**src/rtl/uart_rx_pkg.sv**
```systemverilog
package uart_rx_pkg;
  localparam int CHAR_W = 8;

  typedef enum logic [2:0] {
    RX_IDLE,
    RX_START,
    RX_DATA,
    RX_PAR,
    RX_STOP,
    RX_WAIT_HI
  } rx_state_e;

  typedef struct packed {
    logic [CHAR_W-1:0] data;
    logic              perr;
    logic              ferr;
  } rx_char_t;
endpackage

```
**src/rtl/uart_rx_sync.sv**
```systemverilog
module uart_rx_sync #(
  parameter int STAGES = 2
) (
  input  logic clk_i,
  input  logic rst_ni,
  input  logic d_i,
  output logic q_o
);
  logic [STAGES-1:0] sr_q;

  always_ff @(posedge clk_i or negedge rst_ni) begin
    if (!rst_ni) sr_q <= '1;
    else         sr_q <= {sr_q[STAGES-2:0], d_i};
  end

  assign q_o = sr_q[STAGES-1];
endmodule

```
**src/rtl/uart_rx_deser.sv**
```systemverilog
module uart_rx_deser
  import uart_rx_pkg::*;
#(
  parameter int OVS = 16
) (
  input  logic       clk_i,
  input  logic       rst_ni,
  input  logic       tick_i,
  input  logic       rx_i,
  input  logic [1:0] word_len_i,
  input  logic       par_en_i,
  input  logic       par_odd_i,
  output rx_char_t   char_o,
  output logic       done_o
);
  localparam int CNT_W = $clog2(OVS);
  localparam logic [CNT_W-1:0] HALF_LIM = CNT_W'(OVS/2 - 1);
  localparam logic [CNT_W-1:0] FULL_LIM = CNT_W'(OVS - 1);

  rx_state_e         state_q;
  logic [CNT_W-1:0]  cnt_q;
  logic [2:0]        bit_q;
  logic [CHAR_W-1:0] shreg_q;
  logic              perr_q;
  logic              at_full;
  logic [2:0]        last_bit;

  assign at_full  = (cnt_q == FULL_LIM);
  assign last_bit = 3'd4 + {1'b0, word_len_i};

  always_ff @(posedge clk_i or negedge rst_ni) begin
    if (!rst_ni) begin
      state_q <= RX_IDLE;
      cnt_q   <= '0;
      bit_q   <= '0;
      shreg_q <= '0;
      perr_q  <= 1'b0;
      char_o  <= '0;
      done_o  <= 1'b0;
    end else begin
      done_o <= 1'b0;
      if (tick_i) begin
        unique case (state_q)
          RX_IDLE: begin
            if (!rx_i) begin
              state_q <= RX_START;
              cnt_q   <= '0;
            end
          end
          RX_START: begin
            if (cnt_q == HALF_LIM) begin
              cnt_q <= '0;
              if (rx_i) begin
                state_q <= RX_IDLE;  // glitch
              end else begin
                state_q <= RX_DATA;
                bit_q   <= '0;
                shreg_q <= '0;
                perr_q  <= 1'b0;
              end
            end else begin
              cnt_q <= cnt_q + 1'b1;
            end
          end
          RX_DATA: begin
            if (at_full) begin
              cnt_q          <= '0;
              shreg_q[bit_q] <= rx_i;
              if (bit_q == last_bit) state_q <= par_en_i ? RX_PAR : RX_STOP;
              else                   bit_q   <= bit_q + 1'b1;
            end else begin
              cnt_q <= cnt_q + 1'b1;
            end
          end
          RX_PAR: begin
            if (at_full) begin
              cnt_q   <= '0;
              perr_q  <= rx_i ^ (^shreg_q) ^ par_odd_i;
              state_q <= RX_STOP;
            end else begin
              cnt_q <= cnt_q + 1'b1;
            end
          end
          RX_STOP: begin
            if (at_full) begin
              cnt_q       <= '0;
              char_o.data <= shreg_q;
              char_o.perr <= perr_q;
              char_o.ferr <= !rx_i;
              done_o      <= 1'b1;
              state_q     <= rx_i ? RX_IDLE : RX_WAIT_HI;
            end else begin
              cnt_q <= cnt_q + 1'b1;
            end
          end
          RX_WAIT_HI: begin
            if (rx_i) state_q <= RX_IDLE;
          end
          default: state_q <= RX_IDLE;
        endcase
      end
    end
  end
endmodule

```
**src/rtl/uart_rx_fifo.sv**
```systemverilog
module uart_rx_fifo #(
  parameter int DEPTH = 16,
  parameter int WIDTH = 8
) (
  input  logic                       clk_i,
  input  logic                       rst_ni,
  input  logic                       push_i,
  input  logic [WIDTH-1:0]           wdata_i,
  input  logic                       pop_i,
  output logic [WIDTH-1:0]           rdata_o,
  output logic [$clog2(DEPTH):0]     count_o,
  output logic                       full_o,
  output logic                       empty_o
);
  localparam int PTR_W = $clog2(DEPTH);
  localparam int CNT_W = PTR_W + 1;

  logic [WIDTH-1:0] mem_q [DEPTH];
  logic [PTR_W-1:0] wr_ptr_q, rd_ptr_q;
  logic [CNT_W-1:0] cnt_q;
  logic             push_ok, pop_ok;

  assign full_o  = (cnt_q == CNT_W'(DEPTH));
  assign empty_o = (cnt_q == '0);
  assign push_ok = push_i && !full_o;
  assign pop_ok  = pop_i && !empty_o;
  assign rdata_o = mem_q[rd_ptr_q];
  assign count_o = cnt_q;

  always_ff @(posedge clk_i) begin
    if (push_ok) mem_q[wr_ptr_q] <= wdata_i;
  end

  always_ff @(posedge clk_i or negedge rst_ni) begin
    if (!rst_ni) begin
      wr_ptr_q <= '0;
      rd_ptr_q <= '0;
      cnt_q    <= '0;
    end else begin
      if (push_ok) wr_ptr_q <= wr_ptr_q + 1'b1;
      if (pop_ok)  rd_ptr_q <= rd_ptr_q + 1'b1;
      unique case ({push_ok, pop_ok})
        2'b10:   cnt_q <= cnt_q + 1'b1;
        2'b01:   cnt_q <= cnt_q - 1'b1;
        default: cnt_q <= cnt_q;
      endcase
    end
  end
endmodule

```
**src/rtl/uart_rx_buf.sv**
```systemverilog
module uart_rx_buf
  import uart_rx_pkg::*;
#(
  parameter int OVS         = 16,
  parameter int DEPTH       = 16,
  parameter int SYNC_STAGES = 2
) (
  input  logic                    clk_i,
  input  logic                    rst_ni,
  input  logic                    baud_tick_i,
  input  logic                    rx_i,
  input  logic [1:0]              word_len_i,
  input  logic                    par_en_i,
  input  logic                    par_odd_i,
  input  logic [1:0]              trig_sel_i,
  input  logic                    rd_i,
  output logic [CHAR_W-1:0]       rd_data_o,
  output logic                    empty_o,
  output logic [$clog2(DEPTH):0]  level_o,
  output logic                    irq_o,
  input  logic                    status_rd_i,
  output logic                    overrun_o,
  output logic                    parity_err_o,
  output logic                    framing_err_o
);
  localparam int LVL_W = $clog2(DEPTH) + 1;

  logic             rx_s;
  rx_char_t         rx_char;
  logic             char_done;
  logic             fifo_full;
  logic [LVL_W-1:0] trig_lvl;
  logic             ovr_q, perr_q, ferr_q;

  uart_rx_sync #(.STAGES(SYNC_STAGES)) u_sync (
    .clk_i (clk_i),
    .rst_ni(rst_ni),
    .d_i   (rx_i),
    .q_o   (rx_s)
  );

  uart_rx_deser #(.OVS(OVS)) u_deser (
    .clk_i     (clk_i),
    .rst_ni    (rst_ni),
    .tick_i    (baud_tick_i),
    .rx_i      (rx_s),
    .word_len_i(word_len_i),
    .par_en_i  (par_en_i),
    .par_odd_i (par_odd_i),
    .char_o    (rx_char),
    .done_o    (char_done)
  );

  uart_rx_fifo #(.DEPTH(DEPTH), .WIDTH(CHAR_W)) u_fifo (
    .clk_i  (clk_i),
    .rst_ni (rst_ni),
    .push_i (char_done),
    .wdata_i(rx_char.data),
    .pop_i  (rd_i),
    .rdata_o(rd_data_o),
    .count_o(level_o),
    .full_o (fifo_full),
    .empty_o(empty_o)
  );

  always_comb begin
    unique case (trig_sel_i)
      2'b00:   trig_lvl = LVL_W'(1);
      2'b01:   trig_lvl = LVL_W'(DEPTH/4);
      2'b10:   trig_lvl = LVL_W'(DEPTH/2);
      default: trig_lvl = LVL_W'(DEPTH);
    endcase
  end

  assign irq_o = (level_o >= trig_lvl);

  // sticky status, set beats clear
  always_ff @(posedge clk_i or negedge rst_ni) begin
    if (!rst_ni) begin
      ovr_q  <= 1'b0;
      perr_q <= 1'b0;
      ferr_q <= 1'b0;
    end else begin
      ovr_q  <= (char_done && fifo_full)    || (ovr_q  && !status_rd_i);
      perr_q <= (char_done && rx_char.perr) || (perr_q && !status_rd_i);
      ferr_q <= (char_done && rx_char.ferr) || (ferr_q && !status_rd_i);
    end
  end

  assign overrun_o     = ovr_q;
  assign parity_err_o  = perr_q;
  assign framing_err_o = ferr_q;
endmodule

```
**config.mk**
```make
export PLATFORM = sky130hd
export DESIGN_NAME = uart_rx_buf
export DESIGN_NICKNAME = d
export VERILOG_FILES = /design/src/rtl/uart_rx_pkg.sv /design/src/rtl/uart_rx_sync.sv /design/src/rtl/uart_rx_deser.sv /design/src/rtl/uart_rx_fifo.sv /design/src/rtl/uart_rx_buf.sv
export SDC_FILE = /design/constraint.sdc
export NUM_CORES = 1
export LEC_CHECK = 0
export BUFFER_PORTS_ARGS = -buffer_cell sky130_fd_sc_hd__clkbuf_2
export CELL_PAD_IN_SITES_DETAIL_PLACEMENT = 2
export CELL_PAD_IN_SITES_GLOBAL_PLACEMENT = 2
export CORE_MARGIN = 2
export CORE_UTILIZATION = 26
export DETAILED_ROUTE_END_ITERATION = 16
export PLACE_DENSITY = 0.49
export REMOVE_ABC_BUFFERS = 1
export SYNTH_ARGS = -nofsm -noshare
export SYNTH_HDL_FRONTEND = slang
export SYNTH_HIERARCHICAL = 1
export SYNTH_SLANG_ARGS = --single-unit
```
**constraint.sdc**
```tcl
create_clock -name clk_i -period 3 [get_ports clk_i]
set_input_delay 0.45 -clock clk_i [delete_from_list [all_inputs] [get_ports clk_i]]
set_output_delay 0.45 -clock clk_i [all_outputs]
set_load 0.1 [all_outputs]
```
# Word-level counts from Yosys, hierarchy flattened
# Memories as Yosys holds them, arrays and structs flattened.
# Cells that the tools add are included.
[word_totals]
elab_cells = 120
output_inout_bits = 18
input_bits = 12
n_memories = 1
ff_bits = 48
ram_bits = 128
[mem_list]
columns = ["name", "depth", "width", "rd", "rd_ports_with_merged_regs", "wr", "line_no", "source"]
rows = [
  ["u_fifo.mem_q", 16, 8, 1, 0, 1, "uart_rx_fifo.sv:18", "logic [WIDTH-1:0] mem_q [DEPTH];"],
]
[op_classes]
n_lt_le_gt_ge = 3
n_bitwise = 2
add_sub_neg = 7
n_mux = 38
eq_ne = 22
reduce_logical = 31
[ops]
columns = ["cell", "n"]
rows = [
  ["two-way mux 3 bit", 13],
  ["two-way mux 8 bit", 3],
  ["case mux 3 bit (6 select lines)", 1],
  ["case mux 8 bit (2 select lines)", 1],
  ["case mux 5 bit (3 select lines)", 1],
  ["adder 4 x 1 -> 4 bit (second input constant)", 3],
  ["two-way mux 4 bit", 3],
  ["case mux 4 bit (3 select lines)", 1],
  ["!= test 2 x 1 -> 1 bit (second input constant)", 5],
  ["case mux 5 bit (2 select lines)", 1],
  ["AND reduction 5 bit", 2],
  ["logical AND 1 bit", 9],
  ["two-way mux 1 bit", 9],
  ["bitwise mux 8 bit", 1],
  ["!= test 2 bit (second input constant)", 4],
  ["AND reduction 8 bit", 1],
  ["XOR reduction 8 bit", 1],
  ["equality test 3 x 2 -> 1 bit (second input constant)", 2],
  ["equality test 3 bit (second input constant)", 2],
  ["case mux 3 bit (2 select lines)", 1],
  ["AND reduction 3 bit", 2],
  ["AND reduction 6 bit", 1],
  ["nonzero test 2 bit", 3],
  ["adder 5 x 1 -> 5 bit (second input constant)", 1],
  ["24 further kinds", 32],
]

# Longest topological paths before layout
# Gate-level depths: netlist of the first run.
[logic_depth]
ltp_word = 7
depth_mapped = 13
depth_no_buf = 12

# Modules after synthesis
# The synthesis of the first run kept the hierarchy.
[modules_own_cells]
columns = ["mod", "cells_per_inst", "instances", "area_per_inst_um2", "seq_area_each_um2"]
rows = [
  ["uart_rx_fifo", 332, 1, 5779.3, 4169.0],
  ["uart_rx_deser", 168, 1, 1664.1, 750.7],
  ["uart_rx_buf", 25, 1, 221.5, 75.1],
  ["uart_rx_sync", 2, 1, 52.6, 52.6],
]

# Least setup slack after synthesis of the first run
# No wires, ideal clock.
[synth_timing]
path_kind = "register -> register"
from = "register u_fifo.cnt_q[1] (netlist: u_fifo/count_o[1])"
to = "register u_fifo.cnt_q[4] (netlist: u_fifo/count_o[4])"
path_stages_with_launch = 12
required_time_ps = 2840
arrival_time_ps = 3613
n_path_buf = 1
period_less_slack_ps = 3773
setup_ps = 160
path_slack_ps = -773
path_cell_list = "dfrtp_1 -> nor4_2 -> and2b_1 -> nor2b_1 -> buf_2 -> ha_1 -> ha_1 -> nor2b_1 -> o21ai_0 -> a21oi_1 -> or3b_1 -> xnor2_1"
[synth_between]
elab_chain_cells = 5
word_cells_on_any_way = 12
classes_between = "add/sub (2); eq/ne (3); mux (1); reduce/logical (6)"
[synth_rtl]
columns = ["item", "line_no", "source"]
rows = [
  ["from (decl)", "uart_rx_fifo.sv:20", "logic [CNT_W-1:0] cnt_q;"],
  ["from (signal assigned)", "uart_rx_fifo.sv:43", "2'b10: cnt_q <= cnt_q + 1'b1;"],
  ["from (signal assigned)", "uart_rx_fifo.sv:44", "2'b01: cnt_q <= cnt_q - 1'b1;"],
  ["from (signal assigned)", "uart_rx_fifo.sv:45", "default: cnt_q <= cnt_q;"],
  ["zero test 5 bit (*)", "uart_rx_fifo.sv:24", "assign empty_o = (cnt_q == '0);"],
  ["named net empty_o", "uart_rx_buf.sv:18", "output logic empty_o,"],
  ["zero test 1 bit (*)", "uart_rx_fifo.sv:26", "assign pop_ok = pop_i && !empty_o;"],
  ["logical AND 1 bit (*)", "uart_rx_fifo.sv:26", ""],
  ["named net u_fifo.pop_ok", "uart_rx_fifo.sv:21", "logic push_ok, pop_ok;"],
  ["equality test 2 x 1 -> 1 bit / equality test 2 bit (equally long branches)", "uart_rx_fifo.sv:42", "unique case ({push_ok, pop_ok})"],
  ["case mux 5 bit (2 select lines) / nonzero test 2 bit (equally long branches)", "n/a", ""],
]
# Mark *: on every way through the listed nets, which the timed path passes. The rest lies on a longest branch.
# A chain may end at the register's enable or synchronous reset.

# Final worst setup path of the first run
[layout_timing]
from = "register u_fifo.rd_ptr_q[0]"
to = "output port rd_data_o[1]"
[layout_between]
elab_chain_cells = 1
[layout_rtl]
columns = ["item", "line_no", "source"]
rows = [
  ["from (decl)", "uart_rx_fifo.sv:19", "logic [PTR_W-1:0] wr_ptr_q, rd_ptr_q;"],
  ["from (signal assigned)", "uart_rx_fifo.sv:41", "if (pop_ok) rd_ptr_q <= rd_ptr_q + 1'b1;"],
  ["memory read (16 x 8 bit)", "n/a", ""],
  ["to (decl)", "uart_rx_buf.sv:17", "output logic [CHAR_W-1:0] rd_data_o,"],
]
# Every way passes these cells.

==> impl_metrics.json, run 1 <==
{
  "power.share.clock_pct": 25.9,
  "rsz0062_at_grt": "no",
  "h-tree-depth": 4,
  "path_class": "register to output port",
  "p_leak_nw": 3.33,
  "power_density_mw_per_mm2": 933,
  "synthAdderAreaFrac_pct": 2.69,
  "synth-async-reset-ratio_pct": 27.3,
  "grt.total_usage_pct": 12.5,
  "post-place-ws_ns": 0.0246,
  "post_cts_buffers": 0,
  "dpl.hpwl_um": 13100,
  "io_pins": 30,
  "clock_latency_ns": 0.43,
  "numCtsBuffers": 17,
  "dieWidth_um": 176,
  "p_int_w": 0.00504,
  "grt-ovfl-total": 0,
  "synth_xor_area_share_pct": 2.38,
  "ys_seq_area_share_pct": 65.4,
  "wire_per_inst_um": 18.6,
  "cts.clk_slew.worst_paths_ns": 0.08,
  "cp_data_required_time_ns": 2.55,
  "combPwrFrac_pct": 39.0,
  "fin_skew_ns": 0.0157,
  "min_period_ns": 2.81,
  "die-area_sq_mm": 0.0311,
  "p_seq_share_pct": 35.1,
  "ys_ff_latch": 176,
  "ff2ff_path_depth": 11,
  "route.detailed.drc": 0,
  "yosysWarnings": 6,
  "cp_max_fo": 11,
  "area_growth_pct": 18.4,
  "cts_tree": "yes",
  "synth.distinct_cells": 61,
  "maxCapViolCount": 0,
  "finalHoldViolCount": 0,
  "grt_pass1_wl_um": 29500,
  "grt_antenna_before_repair": 0,
  "cts.sinks": 176,
  "critPathCaptureType": "output port",
  "drtIter0Drc": 225,
  "cts_buffer_depth": 2,
  "gp_congestion": 0.690,
  "rows": 63,
  "fin_tns_setup_ns": 0,
  "detail-route-antenna-nets": 0,
  "arrival_ns": 2.36,
  "clockRootBuffer": "clkbuf_16",
  "setup_viol": 0,
  "fin_ws_ns": 0.189,
  "fmax_mhz": 356,
  "switching_share_pct": 40.9,
  "drv_slew": 0,
  "grt_pass1_vias": 5022,
  "yosys-mux-area-fraction_pct": 10.9,
  "yosysTopAreaCell": "edfxtp_1",
  "die_h_um": 176,
  "hold_ws_ns": 0.0914,
  "synth_top_cell_area_share_pct": 49.8,
  "port_buffers": 29,
  "synthesis.area_sq_mm": 0.00772,
  "synth.avg_cell_area_sq_um": 14.6,
  "grt_max_degree": 29,
  "drt_wl_total_um": 18200,
  "start_util_pct": 26.2,
  "hold_class": "input port to asynchronous set/reset pin",
  "viasPerCell": 4.52,
  "worstMarginPinSlew_ns": 0.781,
  "first_pass_iters": 4,
  "fin_crit_sh_pct": 93.7,
  "synth_edf_count": 128,
  "synth-simple-area-share_pct": 7.15,
  "diodes": 0,
  "synthTopCellsByCount": "edfxtp_1 (128), dfrtp_1 (46), nand2_1 (38)",
  "synth_top_family_by_area": "multiplexers",
  "synth.most_common_cell": "edfxtp_1",
  "synthFlopType": "edfxtp_1",
  "cp-start-kind": "register",
  "relSlewSlack_pct": 47.7,
  "p_switching_w": 0.00348,
  "dr_total_vias": 4422,
  "status": "finished clean",
  "layout.nets": 604,
  "vdd_drop_max_mv": 0.350,
  "synth_compound_area_share_pct": 8.41,
  "synth.top_cells.by_area": "edfxtp_1 (50%), dfrtp_1 (15%), mux4_2 (4.7%)",
  "core_sq_mm": 0.0294,
  "netlist_instances": 527,
  "drive_gt1_share_pct": 22.4
}
## critical path: stages, from the launching register on
cell and delay, ns:
dfrtp_4 0.59, buf_4 0.21, buf_4 0.17, mux2i_1 0.12
a221oi_1 0.35, a22oi_1 0.15, nand2_1 0.15, buf_12 0.19
## area by class of cell
class | instances | area [sq um]
Fill cell | 3061 | 20300
Sequential cell | 176 | 5050
Multi-Input combinational cell | 308 | 2450
Timing Repair Buffer | 58 | 508
Tap cell | 390 | 488
Clock buffer | 17 | 425
Clock inverter | 15 | 154
Inverter | 15 | 56.3
## state kept, by name (all words and copies together) (netlist names), 2 cells and up
signal,count
u_deser/state_q,3
u_sync/sr_q,2
u_fifo/rd_ptr_q,4
u_fifo/wr_ptr_q,4
u_deser/shreg_q,8
u_deser/cnt_q,4
u_fifo/count_o,5
u_deser/char_o,10
u_fifo/mem_q,128
u_deser/bit_q,3
## kinds of logic after synthesis
group           after synthesis
compound gates              103
xor+xnor                     21
fa+ha+maj                    16
buf+inv                      43
flops                       176
mux                          61
simple gates                107
## final timing paths
path / start / endpoint / slack [ns]
setup / recovery: u_fifo/rd_ptr_q[0] / rd_data_o[1] / 0.19
hold / removal: rst_ni / u_deser/shreg_q[7] / 0.09
setup reg to reg: u_fifo/count_o[2] / u_fifo/count_o[4] / 0.27
hold reg to reg: u_sync/sr_q[0] / u_sync/sr_q[1] / 0.37
max in group asynchronous: rst_ni / u_sync/sr_q[1] / 2.11
min in group clk_i: rx_i / u_sync/sr_q[0] / 0.10
## cell usage in the layout (no fill, tap or decap), types with 3 or more instances in the layout
master / instances
edfxtp_1: 128
o21ai_0: 36
a21o_1: 4
clkbuf_2: 21
o21ai_1: 9
a21oi_1: 18
inv_8: 8
xor2_1: 3
a22oi_1: 8
dfrtp_1: 45
clkbuf_16: 17
ha_1: 14
nor2b_1: 5
nand3_1: 8
nand2_1: 38
a221oi_1: 7
buf_12: 10
and2b_1: 3
nor3_1: 6
buf_4: 27
mux4_2: 16
a22o_1: 3
inv_1: 15
xnor2_1: 18
mux2i_1: 25
nor2_1: 20
mux2_1: 10
mux2_2: 9
nand2b_1: 8
inv_6: 3
## stage by stage
step	power, W	cell area [sq um]	cells	util [%]
after floorplan	0.00523	7540	499	-
after global placement	0.00635	8530	947	29.0
after detailed placement	0.00641	8530	947	29.0
after CTS	0.00865	9110	979	31.0
after global routing	0.00897	9140	979	31.1
final	0.00853	9140	979	31.1
## per-layer routing
metal / vias to the layer above / wire length [um] / global-route usage, %
li1: 2083 / - / -
met1: 2288 / 8200 / 15.5
met2: 40 / 9540 / 22.1
met3: 11 / 314 / 2.28
met4: 0 / 144 / 3.68
met5: - / 0 / 0
## what timing repair did
action	in CTS	in global routing
setup endpoints to repair	1	6
resized for setup	1	5
hold buffers	0	0
gates cloned	0	0
endpoints found under the hold margin	0	0
## power groups by stage
stage	Clock, W	Sequential [W]	Combinational [W]
5_1_grt	0.00238	0.00303	0.00357
2_1_floorplan	0	0.00333	0.00190
3_5_place_dp	0	0.00304	0.00337
3_3_place_gp	0	0.00303	0.00332
4_1_cts	0.00228	0.00299	0.00338
6_report	0.00221	0.00299	0.00333
Note: power is estimated with default switching activity, not from simulation.
==> run 2: changes to the inputs <==
Settings changed: REMOVE_ABC_BUFFERS 1 to not set.
==> run 2 against run 1 <==
Net effect:
- die area did not move
- core utilization up 0.098 points
- routed wire length grew 1.8%
- via count is 0.43% lower
- combinational power decreased by 2%
- clock skew decreased by 0.0042 ns
- sequential power barely moved
- critical path type unchanged
- critical endpoint is now rd_data_o[7]
==> impl_metrics.json, run 2 (synthesis results as in run 1) <==
{
  "grt_pass1_wl_um": 29900,
  "cp_data_required_time_ns": 2.55,
  "drv_slew": 0,
  "wire_per_inst_um": 19.1,
  "fmax_mhz": 355,
  "setup_viol": 0,
  "cp_max_fo": 51,
  "layout_commonest_cell": "edfxtp_1",
  "die_h_um": 176,
  "cts.sinks": 176,
  "cts.clk_slew.worst_paths_ns": 0.08,
  "hold_ws_ns": 0.0931,
  "numCtsBuffers": 17,
  "clock_latency_ns": 0.44,
  "layout.nets": 597,
  "drt_wl_total_um": 18500,
  "power.share.clock_pct": 26.8,
  "detail-route-antenna-nets": 0,
  "first_pass_iters": 3,
  "regArea_sq_mm": 0.00506,
  "rsz0062_at_grt": "yes",
  "route.detailed.drc": 0,
  "ff2ff_path_depth": 12,
  "p_leak_nw": 3.30,
  "fin_crit_sh_pct": 94.0,
  "path_class": "register to output port",
  "min_period_ns": 2.82,
  "grt.total_usage_pct": 12.9,
  "finalPower_w": 0.00856,
  "drtIter0Drc": 242,
  "h-tree-depth": 4,
  "viasPerCell": 4.53,
  "dpl.hpwl_um": 12700,
  "dpl.cell_count": 940,
  "finalHoldViolCount": 0,
  "cts_buffer_depth": 2,
  "critPathCaptureType": "output port",
  "drive_gt1_share_pct": 23.2,
  "final_cell_count_no_fill": 972,
  "vdd_drop_max_mv": 0.413,
  "grt-ovfl-total": 0,
  "post_cts_buffers": 0,
  "cts_tree": "yes",
  "start_util_pct": 26.2,
  "grt_antenna_before_repair": 0,
  "reg_top3": "u_fifo/mem_q: 128 flops, u_deser/char_o: 10 flops, u_deser/shreg_q: 8 flops",
  "switching_share_pct": 41.4,
  "relSlewSlack_pct": 43.5,
  "cp-start-kind": "register",
  "p_int_w": 0.00501,
  "grt_pass1_vias": 5132,
  "largest_reg_flops": 128,
  "io_pins": 30,
  "p_seq_share_pct": 35.2,
  "post_dp_cell_area_sq_mm": 0.00851,
  "diodes": 0,
  "gp_congestion": 0.702,
  "fin_skew_ns": 0.0115,
  "p_switching_w": 0.00355,
  "fillerInstances": 3035,
  "core_sq_mm": 0.0294,
  "rows": 63,
  "dr_total_vias": 4403,
  "final_cell_mix": "edfxtp_1 (128), dfrtp_1 (39), nand2_1 (38)",
  "status": "finished clean",
  "die-area_sq_mm": 0.0311,
  "power_density_mw_per_mm2": 934,
  "largest_register": "u_fifo/mem_q",
  "combPwrFrac_pct": 38.0,
  "area_growth_pct": 18.7,
  "dieWidth_um": 176,
  "port_buffers": 29,
  "syn_nets": 555,
  "arrival_ns": 2.37,
  "clockRootBuffer": "clkbuf_16",
  "hold_class": "input port to asynchronous set/reset pin",
  "maxCapViolCount": 0,
  "worstMarginPinSlew_ns": 0.847,
  "finish.utilization_pct": 31.2,
  "stdcell_area_sq_mm": 0.00916,
  "multi_input_area_sq_mm": 0.00248,
  "grt_max_degree": 52
}
-- run 2: cell types whose count changed in the layout (fill, tap and decap cells not counted), sizes merged --
cell	change
buf	-7
clkinv	+6
clkinvlp	-1
inv	-5
-- run 2: cell type report --
class | count | share of cell area, %
Sequential cell | 176 | 55.3
Timing Repair Buffer | 51 | 4.83
Multi-Input combinational cell | 308 | 27.1
Clock inverter | 15 | 2.25
Inverter | 15 | 0.614
Tap cell | 390 | 5.32
Clock buffer | 17 | 4.64
-- run 2: routing by layer --
layer  wire, um  track usage (%)
met3        352             2.56
met2       9650             23.1
met5          0                0
met4        221             3.62
met1       8310             15.7
-- run 2: through the flow --
step,TNS (ns),setup WS [ns]
finish,0,0.180
global route,-0.000674,-0.000674
CTS,0,0.0201
detailed placement,-0.0130,-0.0130
global placement,0,0.156
floorplan,0,0.0246
-- run 2: repair_timing --
item,4_1_cts,5_1_grt
resized for setup,1,5
hold buffers,0,0
setup endpoints to repair,1,6
-- run 2: worst max-delay path, stage by stage (launching register included) --
cell     delay [ns]
dfrtp_2        0.38
buf_12         0.33
mux2_2         0.39
o21ai_0        0.17
a21oi_1        0.10
a22oi_1        0.19
nand2_1        0.14
buf_12         0.19
-- run 2: power by group through the flow --
| stage | combinational (W) | clock (W) | sequential [W] |
|---|---|---|---|
| 2_1_floorplan | 0.00230 | 0 | 0.00313 |
| 3_3_place_gp | 0.00325 | 0 | 0.00306 |
| 3_5_place_dp | 0.00330 | 0 | 0.00307 |
| 4_1_cts | 0.00331 | 0.00238 | 0.00302 |
| 5_1_grt | 0.00351 | 0.00246 | 0.00305 |
| 6_report | 0.00325 | 0.00230 | 0.00301 |
-- run 2: path summary, 6_finish.rpt --
kind | endpoint | startpoint | slack [ns]
max | rd_data_o[7] | u_fifo/rd_ptr_q[0] | 0.18
min | u_deser/shreg_q[0] | rst_ni | 0.09
max reg2reg | u_fifo/count_o[4] | u_fifo/count_o[2] | 0.21
min reg2reg | u_sync/sr_q[1] | u_sync/sr_q[0] | 0.36
max in group asynchronous | u_sync/sr_q[0] | rst_ni | 2.10
min in group clk_i | u_sync/sr_q[0] | rx_i | 0.09
==> run 3: changes to the inputs <==
Settings changed: SETUP_SLACK_MARGIN set to 0.2.
==> run 3 against run 2 <==
Net effect:
- register-to-register slack improved by 0.16 ns
- first-iteration DRC count decreased by 26%
- global-route usage is 0.84 points higher
- via count increased by 4.3%
- sequential share of layout area is 1.3 points lower
- final cell count grew 2.4%
- combinational power rose by 15%
- fmax up 3.0%
- die area unchanged
- non-clock buffer count grew 23
- largest power group unchanged
- highest routed layer unchanged
==> impl_metrics.json, run 3 (synthesis results as in run 1) <==
{
  "status": "finished clean",
  "p_leak_nw": 3.43,
  "fin_skew_ns": 0.0137,
  "finalPower_w": 0.00895,
  "drt_wl_total_um": 20400,
  "clock_latency_ns": 0.44,
  "cts.clk_slew.worst_paths_ns": 0.07,
  "hold_ws_ns": 0.0900,
  "start_util_pct": 26.2,
  "cts_hold_buf": 0,
  "dpl.hpwl_um": 13700,
  "rows": 63,
  "rrSetupSlack_ns": 0.37,
  "syn_nets": 555,
  "r2r-start": "u_fifo/count_o[2]",
  "viasPerCell": 4.62,
  "gp_congestion": 0.782,
  "r2r_end": "u_fifo/count_o[4]",
  "clockRootBuffer": "clkbuf_16",
  "fin_tns_setup_ns": 0,
  "rsz0062_at_grt": "yes",
  "wire_per_inst_um": 20.5,
  "min_period_ns": 2.74,
  "first_pass_iters": 4,
  "layout_commonest_cell": "edfxtp_1",
  "detail-route-antenna-nets": 0,
  "vdd_drop_max_mv": 0.584,
  "ff2ff_path_depth": 12,
  "reg_top3": "u_fifo/mem_q: 128 flops, u_deser/char_o: 10 flops, u_deser/shreg_q: 8 flops",
  "diodes": 0,
  "cp-start-kind": "register",
  "setup_viol": 0,
  "layout.nets": 620,
  "cts_buffer_depth": 2,
  "port_buffers": 29,
  "h-tree-depth": 4,
  "cts_tree": "yes",
  "largest_register": "u_fifo/mem_q",
  "cp_data_required_time_ns": 2.55,
  "core_sq_mm": 0.0294,
  "min_path_cells": 1,
  "arrival_ns": 2.29,
  "dieWidth_um": 176,
  "cp_max_fo": 19,
  "grt_max_degree": 33,
  "min_to": "u_sync/sr_q[0]",
  "fin_crit_sh_pct": 91.3,
  "fillerInstances": 3045,
  "maxCapViolCount": 0,
  "drive_gt1_share_pct": 28.4,
  "route.detailed.drc": 0,
  "critPathCaptureType": "output port",
  "area_growth_pct": 21.5,
  "power_density_mw_per_mm2": 954,
  "grt_antenna_before_repair": 0,
  "hold_class": "input port to register",
  "largest_reg_flops": 128,
  "numCtsBuffers": 17,
  "cts.sinks": 176,
  "die_h_um": 176,
  "drv_slew": 0,
  "grt-ovfl-total": 0,
  "final_cell_mix": "edfxtp_1 (128), buf_4 (40), dfrtp_1 (39)",
  "finalHoldViolCount": 0,
  "relSlewSlack_pct": 41.9,
  "grt_pass1_wl_um": 31600,
  "dr_total_vias": 4592,
  "hp-start": "rx_i",
  "grt_pass1_vias": 5175,
  "drtIter0Drc": 180,
  "grt.total_usage_pct": 13.7,
  "fmax_mhz": 365,
  "die-area_sq_mm": 0.0311,
  "path_class": "register to output port",
  "worstMarginPinSlew_ns": 0.869,
  "io_pins": 30
}
run 3: cell count changes in the layout (fill, tap and decap cells not counted), moves of 2 or more:
cell      delta
buf_4       +19
buf_6        +2
nand2_2      +2
o21ai_0      -4
inv_8        +2
inv_2        +2
clkinv_8     -6
inv_6        +4
nand2_1      -2
a221oi_1     -6
inv_1        -2
o21ai_1      +3
a221oi_2     +6
run 3: worst max-delay path by stage:
stage | startpoint | endpoint | slack, ns | cells past startpoint
final | u_fifo/rd_ptr_q[0] | rd_data_o[0] | 0.26 | 6
after global routing | u_fifo/rd_ptr_q[0] | rd_data_o[1] | 0.18 | 6
after CTS | u_fifo/rd_ptr_q[2] | rd_data_o[3] | 0.14 | 6
after detailed placement | u_fifo/count_o[2] | u_fifo/count_o[4] | 0.14 | 11
after global placement | u_fifo/count_o[2] | u_fifo/count_o[4] | 0.30 | 11
after floorplan | u_fifo/count_o[2] | u_fifo/count_o[4] | 0.07 | 11
run 3: per-layer routing:
metal	GRT usage (%)	share of wire [%]	up-vias
met5	0	0	-
met4	3.93	1.1	0
met3	2.63	1.9	15
met2	23.6	51	38
met1	17.6	46	2420
li1	-	-	2119
run 3: through the flow:
| step | instance area, sq um | cells | utilization [%] | setup slack (ns) |
|---|---|---|---|---|
| global placement | 8530 | 941 | 29.0 | 0.299 |
| CTS | 9120 | 973 | 31.0 | 0.144 |
| detailed placement | 8530 | 941 | 29.0 | 0.140 |
| global route | 9380 | 995 | 31.9 | 0.176 |
| finish | 9380 | 995 | 31.9 | 0.262 |
| floorplan | 7770 | 527 | - | 0.0650 |
run 3: area by class of cell:
| cell class | instances | area, sq um | share of cell area, % |
|---|---|---|---|
| flip-flops and latches | 176 | 5060 | 54.0 |
| multi-input cells | 308 | 2540 | 27.1 |
| repair buffers | 74 | 653 | 6.96 |
| clock buffers | 17 | 425 | 4.54 |
| inverters | 15 | 56.3 | 0.600 |
| clock inverters | 15 | 155 | 1.65 |
| well taps | 390 | 488 | 5.20 |
run 3: where the power goes:
part	internal, W	total, W	switching, W
combinational	0.00143	0.00374	0.00231
clock	0.00112	0.00221	0.00110
sequential	0.00272	0.00299	0.000275
total	0.00527	0.00895	0.00368
run 3: worst max-delay path: stages (launching register included):
cell	delay, ns
dfrtp_2	0.43
buf_12	0.19
buf_4	0.14
mux4_2	0.55
a22oi_1	0.21
nand2_1	0.13
buf_12	0.19
run 3: timing repair:
| item | CTS | global route |
|---|---|---|
| gates resized for setup | 3 | 22 |
| setup buffers | 0 | 20 |
| cloned | 0 | 2 |
| endpoints found under the setup margin | 9 | 9 |
| pin swaps | 0 | 8 |
